[src/rtl/mfint_pkg.sv]
package mfint_pkg;
  localparam int unsigned DATA_W   = 8;
  localparam int unsigned ADDR_EMI = 0;
  localparam int unsigned ADDR_SER = 1;
  localparam int unsigned ADDR_GRP = 2;
  // bit positions in the write data
  localparam int unsigned B_EMI   = 0;
  localparam int unsigned B_SIME  = 0;
  localparam int unsigned B_SCLR  = 7;
  localparam int unsigned B_MFE   = 0;
  localparam int unsigned B_ENA   = 1;
  localparam int unsigned B_ENP   = 2;
  localparam int unsigned B_CLRA  = 5;
  localparam int unsigned B_CLRP  = 6;
  localparam int unsigned B_CLRMF = 7;

  typedef struct packed {
    logic mfe;
    logic ena;
    logic enp;
    logic clr_a;
    logic clr_p;
    logic clr_mf;
  } grp_wr_t;
endpackage

[src/rtl/mfint_grp.sv]
module mfint_grp
  import mfint_pkg::*;
(
  input  logic    clk,
  input  logic    rst_n,
  input  logic    ev_a,
  input  logic    ev_p,
  input  logic    wr,
  input  grp_wr_t cfg,
  input  logic    ack_clr,
  output logic    req
);
  logic ena_q, enp_q, mfe_q, fa_q, fp_q, mf_q;
  logic ena_n, enp_n, fa_n, fp_n, mf_n, rise_a, rise_p;

  always_comb begin
    ena_n  = wr ? cfg.ena : ena_q;
    enp_n  = wr ? cfg.enp : enp_q;
    // hardware event beats the software clear
    fa_n   = ev_a | (fa_q & ~(wr & cfg.clr_a));
    fp_n   = ev_p | (fp_q & ~(wr & cfg.clr_p));
    rise_a = ena_n & (ev_a | (fa_n & ~(fa_q & ena_q)));
    rise_p = enp_n & (ev_p | (fp_n & ~(fp_q & enp_q)));
    mf_n   = rise_a | rise_p | (mf_q & ~(wr & cfg.clr_mf) & ~ack_clr);
  end

  always_ff @(posedge clk or negedge rst_n) begin
    if (!rst_n) begin
      ena_q <= 1'b0;
      enp_q <= 1'b0;
      mfe_q <= 1'b0;
      fa_q  <= 1'b0;
      fp_q  <= 1'b0;
      mf_q  <= 1'b0;
    end else begin
      if (wr) begin
        ena_q <= ena_n;
        enp_q <= enp_n;
        mfe_q <= cfg.mfe;
      end
      fa_q <= fa_n;
      fp_q <= fp_n;
      mf_q <= mf_n;
    end
  end

  assign req = mfe_q & mf_q;
endmodule

[src/rtl/mfint_ser.sv]
module mfint_ser #(
  parameter int unsigned NUM_EV = 4
) (
  input  logic              clk,
  input  logic              rst_n,
  input  logic [NUM_EV-1:0] ev,
  input  logic              wr,
  input  logic              en_d,
  input  logic              clr,
  input  logic              ack_clr,
  output logic              req
);
  logic en_q, flag_q, flag_n;

  always_comb begin
    flag_n = (|ev) | (flag_q & ~(wr & clr) & ~ack_clr);
  end

  always_ff @(posedge clk or negedge rst_n) begin
    if (!rst_n) begin
      en_q   <= 1'b0;
      flag_q <= 1'b0;
    end else begin
      if (wr) en_q <= en_d;
      flag_q <= flag_n;
    end
  end

  assign req = en_q & flag_q;
endmodule

[src/rtl/mfint_arb.sv]
module mfint_arb #(
  parameter int unsigned NUM_GRP  = 2,
  parameter bit          SER_HIGH = 1'b0,
  parameter int unsigned VW       = 2
) (
  input  logic [NUM_GRP-1:0] grp_req,
  input  logic               ser_req,
  output logic               any,
  output logic [VW-1:0]      vec
);
  localparam logic [VW-1:0] SER_VEC = VW'(NUM_GRP);

  always_comb begin
    any = 1'b0;
    vec = '0;
    if (SER_HIGH && ser_req) begin
      any = 1'b1;
      vec = SER_VEC;
    end else begin
      for (int g = NUM_GRP - 1; g >= 0; g--) begin
        if (grp_req[g]) begin
          any = 1'b1;
          vec = VW'(g);
        end
      end
      if (!any && ser_req) begin
        any = 1'b1;
        vec = SER_VEC;
      end
    end
  end
endmodule

[src/rtl/mfint_ctrl.sv]
module mfint_ctrl
  import mfint_pkg::*;
#(
  parameter int unsigned NUM_GRP  = 2,
  parameter int unsigned ADDR_W   = 4,
  parameter bit          SER_HIGH = 1'b0,
  localparam int unsigned VW      = $clog2(NUM_GRP + 1)
) (
  input  logic               clk,
  input  logic               rst_n,
  input  logic [NUM_GRP-1:0] tm_a_evt,
  input  logic [NUM_GRP-1:0] tm_p_evt,
  input  logic [3:0]         ser_evt,
  input  logic [ADDR_W-1:0]  reg_addr,
  input  logic [DATA_W-1:0]  reg_wdata,
  input  logic               reg_we,
  input  logic               stack_full,
  input  logic               irq_ack,
  output logic               irq_req,
  output logic [VW-1:0]      irq_vec
);
  localparam logic [VW-1:0] SER_VEC = VW'(NUM_GRP);

  logic [1:0]         rs_q;
  logic               rst_q;
  logic               emi_q, emi_n;
  logic               any, take;
  logic [NUM_GRP-1:0] grp_req;
  logic               ser_req, wr_emi, wr_ser;
  grp_wr_t            gcfg;
  logic               unused_wdata;

  // reset: asserted at once, removed on a clock edge
  always_ff @(posedge clk or negedge rst_n) begin
    if (!rst_n) rs_q <= 2'b00;
    else        rs_q <= {rs_q[0], 1'b1};
  end
  assign rst_q = rs_q[1];

  assign unused_wdata = ^reg_wdata[4:3];
  assign wr_emi = reg_we && (reg_addr == ADDR_W'(ADDR_EMI));
  assign wr_ser = reg_we && (reg_addr == ADDR_W'(ADDR_SER));

  always_comb begin
    gcfg.mfe    = reg_wdata[B_MFE];
    gcfg.ena    = reg_wdata[B_ENA];
    gcfg.enp    = reg_wdata[B_ENP];
    gcfg.clr_a  = reg_wdata[B_CLRA];
    gcfg.clr_p  = reg_wdata[B_CLRP];
    gcfg.clr_mf = reg_wdata[B_CLRMF];
  end

  for (genvar g = 0; g < NUM_GRP; g++) begin : g_grp
    logic wr_g;
    assign wr_g = reg_we && (reg_addr == ADDR_W'(ADDR_GRP + g));
    mfint_grp u_grp (
      .clk     (clk),
      .rst_n   (rst_q),
      .ev_a    (tm_a_evt[g]),
      .ev_p    (tm_p_evt[g]),
      .wr      (wr_g),
      .cfg     (gcfg),
      .ack_clr (take && (irq_vec == VW'(g))),
      .req     (grp_req[g])
    );
  end

  mfint_ser #(.NUM_EV(4)) u_ser (
    .clk     (clk),
    .rst_n   (rst_q),
    .ev      (ser_evt),
    .wr      (wr_ser),
    .en_d    (reg_wdata[B_SIME]),
    .clr     (reg_wdata[B_SCLR]),
    .ack_clr (take && (irq_vec == SER_VEC)),
    .req     (ser_req)
  );

  mfint_arb #(.NUM_GRP(NUM_GRP), .SER_HIGH(SER_HIGH), .VW(VW)) u_arb (
    .grp_req (grp_req),
    .ser_req (ser_req),
    .any     (any),
    .vec     (irq_vec)
  );

  assign irq_req = emi_q & any & ~stack_full;
  assign take    = irq_ack & irq_req;

  always_comb begin
    emi_n = emi_q;
    if (wr_emi) emi_n = reg_wdata[B_EMI];
    if (take)   emi_n = 1'b0;
  end

  always_ff @(posedge clk or negedge rst_q) begin
    if (!rst_q) emi_q <= 1'b0;
    else        emi_q <= emi_n;
  end
endmodule

[config.mk]
export PLATFORM = sky130hd
export DESIGN_NAME = mfint_ctrl
export DESIGN_NICKNAME = d
export VERILOG_FILES = /design/src/rtl/mfint_pkg.sv /design/src/rtl/mfint_grp.sv /design/src/rtl/mfint_ser.sv /design/src/rtl/mfint_arb.sv /design/src/rtl/mfint_ctrl.sv
export SDC_FILE = /design/constraint.sdc
export NUM_CORES = 1
export LEC_CHECK = 0
export ABC_AREA = 1
export BUFFER_PORTS_ARGS = -buffer_cell sky130_fd_sc_hd__buf_2
export CORE_MARGIN = 8
export CORE_UTILIZATION = 45
export DETAILED_ROUTE_END_ITERATION = 8
export PLACE_DENSITY_LB_ADDON = 0.3
export SLEW_MARGIN = 30
export SYNTH_ARGS = -nofsm -noshare
export SYNTH_HDL_FRONTEND = slang
export SYNTH_SLANG_ARGS = --single-unit
[constraint.sdc]
create_clock -name clk -period 0.9 [get_ports clk]
set_clock_uncertainty 0.05 [all_clocks]
set_input_delay 0.09 -clock clk [delete_from_list [all_inputs] [get_ports clk]]
set_output_delay 0.09 -clock clk [all_outputs]
set_load 0.02 [all_outputs]
# Word level (Yosys, flattened, before mapping)
# Index checks and enable logic that the tools add are counted.
# totals
regBits	17
output_inout_bits	3
word_cells	109
# op_classes
eq_ne	5
n_mux	12
n_bitwise	63
n_reduce_logical	13
# ops
operator	n
$and A1 B1 Y1	35
$not A1 Y1	15
$or A1 B1 Y1	13
$mux W1	11
$eq A4 B2 Y1 const B	2
$logic_and A1 B1 Y1	8
$eq A4 B1 Y1 const B	1
$logic_not A4 Y1	1
$reduce_or A4 Y1	1
$eq A2 B1 Y1 const B	1
$eq A2 B2 Y1 const B	1
$logic_not A2 Y1	1
$mux W2	1
$reduce_bool A2 Y1	1
$logic_not A1 Y1	1

# Logic depth before layout (Yosys ltp)
# depth
ltp_word	13
ltp_mapped	8

# Modules after synthesis
# Synthesis repeated with hierarchy kept, for this count alone.
# hier_totals
hier_cells	119
area_unflattened_um2	937.1
# modules_own_cells
mod	n_inst	cells_each	area_each_um2	seq_area_each_um2
mfint_grp	2	33	281.5	150.1
mfint_ctrl	1	29	230.2	75.1
mfint_ser	1	17	111.4	50.0
mfint_arb	1	7	32.5	0.0

# Worst setup path after synthesis
# No wires, ideal clock.
# synth_path
path_type	flip-flop to flip-flop
start	register g_grp[1].u_grp.mf_q
end	register g_grp[1].u_grp.mf_q
arrival_time_ps	1066
slack_ps	-337
stages_incl_launch_ff	6
path_buffers	0
path_cell_list	dfrtp_1 nand2_1 a21oi_1 nand2_1 nand2_1 nand3_2
# synth_via
elab_cells_between_ends	18
cone_classes	eq/ne: 1; mux: 6; bitwise: 8; reduce/logical: 3
# synth_lines
item	line_no	text
from (decl)	mfint_grp.sv:13	logic ena_q, enp_q, mfe_q, fa_q, fp_q, mf_q;
from (signal assigned)	mfint_grp.sv:43	mf_q <= mf_n;
$and A1 B1 Y1 *	mfint_grp.sv:47	assign req = mfe_q & mf_q;
$mux W1 (2 in series)	mfint_arb.sv:21	if (grp_req[g]) begin
$logic_not A1 Y1	mfint_arb.sv:26	if (!any && ser_req) begin
$logic_and A1 B1 Y1	mfint_arb.sv:26	
$mux W2 *	mfint_arb.sv:26	
via irq_vec[0]	mfint_ctrl.sv:20	output logic [VW-1:0] irq_vec
$eq A2 B1 Y1 *	mfint_ctrl.sv:63	.ack_clr (take && (irq_vec == VW'(g))),
$logic_and A1 B1 Y1 *	mfint_ctrl.sv:63	
$not A1 Y1 *	mfint_grp.sv:24	mf_n = rise_a | rise_p | (mf_q & ~(wr & cfg.clr_mf) & ~ack_clr);
$and A1 B1 Y1 *	mfint_grp.sv:24	
$or A1 B1 Y1 *	mfint_grp.sv:24	
via g_grp[1].u_grp.mf_n	mfint_grp.sv:14	logic ena_n, enp_n, fa_n, fp_n, mf_n, rise_a, rise_p;
# The timed path passes the listed nets; every way through them passes the cells marked *.
# A chain may end at the register's enable or synchronous reset.

# Worst setup path in the final report
# layout_path
start	register g_grp[0].u_grp.mfe_q
end	output irq_vec[0]
# layout_via
elab_chain_len	5
elab_cells_between_ends	6
cone_classes	mux: 3; bitwise: 1; reduce/logical: 2
# layout_lines
item	line_no	text
from (decl)	mfint_grp.sv:13	
from (signal assigned)	mfint_grp.sv:39	mfe_q <= cfg.mfe;
$and A1 B1 Y1 *	mfint_grp.sv:47	
$mux W1	mfint_arb.sv:21	
$logic_not A1 Y1	mfint_arb.sv:26	
$logic_and A1 B1 Y1	mfint_arb.sv:26	
$mux W2 *	mfint_arb.sv:26	
to (decl)	mfint_ctrl.sv:20	
# Mark *: on every way between the ends. The rest lies on a longest branch, timed or not.

==> out/summary.txt <==
Syn Nets: 141
Nets: 187
HP Class: in2reg
Violated checks: hold timing, setup timing
Routed WL per cell: 11.3 um
Tot GR Track Use: 12.9%
Final hold slack: -38.8 ps
P&R area growth vs syn: 41.9%
Area leader, netlist: dfrtp_1
Clk pin slew, worst setup/hold paths: 90 ps
Final setup vio count: 7
Max Cap Viol: 0
Mean Syn Cell Area: 8.09 sq um
Synth Register Bits: 17
Post-route setup TNS: -1990 ps
Chip Width: 61.7 um
RSZ-0062 raised after global routing: yes
Die height: 61.7 um
DRT iter0 DRCs: 20
Global-route wire length before repair: 3700 um
Skew-Pair Late Insertion Delay: 280 ps
RR Startpoint: g_grp[1].u_grp.mfe_q
Worst Setup End Kind: output pin
Remaining routing DRC violations: 0
# fillers: 173
Synth unique cells: 18
Seq/Total Area, Yosys: 45.3%
Die ar.: 3800 sq um
Avg Vias per Cell: 4.62
Initial antenna violation count: 0
Ys Warns: 0
Routed via count: 868
Cells after Synth: 116
Flop-to-flop setup slack: -290 ps
Tot Pwr: 1.99 mW
Fin worst setup slack: -360 ps
Non-Filler Instances: 188
Minimum clock period: 1260 ps
Worst min-delay path endpoint: u_ser.flag_q
Yosys top cell area share: 45.3%
H-tree Lvls: 1
Drt pass-1 iters: 4
Post-layout instance area: 1330 sq um
Final slew viol count: 0
Final Hold Vio Count: 1
GPL Wtd Cong: 0.851
Grt ovf: 0
# diodes: 0
CTS sink cnt: 17
Largest net degree at the start of global routing: 11
Period utilization: 140%
Fmax: 794 MHz
Power per cell area: 1500 nW/um^2
Hold Crit Start: ser_evt[0]
Worst Setup Path Type: reg2out
R2R Path End: g_grp[1].u_grp.mf_q
Root buffer cell: clkbuf_4
Antenna-violating nets left: 0
Peak supply drop: 0.888 mV
Mapped Area: 938 sq um
Num ports: 28
Routed wire length: 2130 um
Area after DPL: 1170 sq um
CTS tree: done
Lkg Pwr: 0.703 nW
CTS Buf Count: 3
Worst reg-to-reg path cell count: 8
Multi-input gate area: 452 sq um
Req. time, crit path: 760 ps
Clk buf depth: 2
WP data arrival: 1120 ps
Critical Path Fanout Max: 2
Number of global-route vias before repair: 947
Num rows: 16
Outcome: complete, but fails checks
Element type at the critical path start: flop
Post-CTS Hold Buffers: 5
I/O Buffers: 25
Hold depth: 3
# placed instances: 175
Share of cells above drive strength 1: 44.7%
DP HPWL: 1640 um
Starting Density: 47.8%
Core ar.: 1960 sq um
Ranking of synthesized cells by area: dfrtp_1 (45%), inv_1 (10%), nand2_1 (8.8%)
FF/Latch Area: 425 sq um
how the worst max path moves through the flow:
stage | start | endpoint | slack (ps) | cells past startpoint
floorplan | g_grp[0].u_grp.mf_q | g_grp[1].u_grp.mf_q | -170 | 4
global placement | g_grp[1].u_grp.mf_q | g_grp[1].u_grp.mf_q | -170 | 7
detailed placement | g_grp[1].u_grp.mfe_q | g_grp[1].u_grp.mf_q | -210 | 7
CTS | g_grp[1].u_grp.mfe_q | irq_req | -350 | 5
global route | g_grp[1].u_grp.mfe_q | irq_vec[1] | -410 | 4
finish | g_grp[0].u_grp.mfe_q | irq_vec[0] | -360 | 3
sequential cells by signal, indices dropped and copies added, names as in the netlist:
signal	cells
g_grp.u_grp.ena_q	2
g_grp.u_grp.enp_q	2
g_grp.u_grp.fa_q	2
g_grp.u_grp.fp_q	2
g_grp.u_grp.mf_q	2
g_grp.u_grp.mfe_q	2
rs_q	2
emi_q	1
u_ser.en_q	1
u_ser.flag_q	1
per-stage QoR:
step / setup WS, ps / utilization [%]
floorplan: -174 / -
global placement: -171 / 59.6
detailed placement: -212 / 59.6
CTS: -355 / 67.5
global route: -411 / 67.9
finish: -360 / 67.9
cells by family after synthesis:
group,Yosys count,synth area share [%]
AOI/OAI and AO/OA,12,7.73
buffers and inverters,27,10.8
other,1,0.400
DFF,17,45.3
and+or+nand+nor,59,35.7
cell usage after synthesis:
| master | number |
|---|---|
| nand4_1 | 8 |
| o21ai_0 | 7 |
| dfrtp_1 | 17 |
| nand3_1 | 2 |
| nor2_1 | 8 |
| nand2_1 | 22 |
| inv_2 | 2 |
| inv_1 | 25 |
| o21ai_2 | 2 |
| a21oi_1 | 1 |
| nor4_1 | 1 |
| nor2_8 | 1 |
| conb_1 | 1 |
| nand2_2 | 10 |
| nor2_2 | 3 |
| nand3_4 | 2 |
| nand3_2 | 2 |
| o21a_1 | 2 |
layer usage:
layer,track usage [%],vias up,wire length (um)
li1,-,454,-
met1,13.2,389,907
met2,23.6,21,1030
met3,3.97,4,162
met4,4.87,0,25
met5,0,-,0
repair_timing:
item                                   in CTS  in global routing
setup buffers                               4                  0
pin swaps                                   3                  1
setup endpoints to repair                   7                  7
gates cloned                                0                  0
endpoints found under the hold margin       6                  1
resized for setup                          15                  3
where the power goes:
part | internal (mW) | switching (mW)
clock network | 0.172 | 0.231
logic | 0.327 | 0.371
registers | 0.848 | 0.0436
area by class of cell:
cell class	count	share of cell area [%]
sequential	17	32.0
inverter	27	7.61
clock buffer	4	1.97
timing repair buffer	41	22.0
multi-input combinational	72	33.9
tap	27	2.54
critical path: stages, from the launching register on:
cell and delay, ps:
dfrtp_1 410, buf_6 130, a21oi_4 160, buf_6 140
cell usage in the layout, fill, tap and decap left out:
cell type      netlist  layout
o21ai_2              2       3
o21a_1               2       2
buf_6                0       4
inv_2                2       4
nor2_4               0       1
dfrtp_1             17      17
buf_2                0      22
nand2_2             10      14
buf_12               0       1
nor2_1               8       6
inv_1               25      23
o21ai_1              0       1
nor2_8               1       1
clkbuf_4             0       3
nand4_1              8       8
buf_4                0       9
nand3_1              2       1
o21ai_0              7       5
conb_1               1       1
clkbuf_1             0       1
nand3_4              2       2
nand3_2              2       3
nor4_1               1       1
nand2_1             22      18
dlygate4sd3_1        0       5
nor2_2               3       4
a21oi_4              0       1
Note: power is estimated with default switching activity, not from simulation.
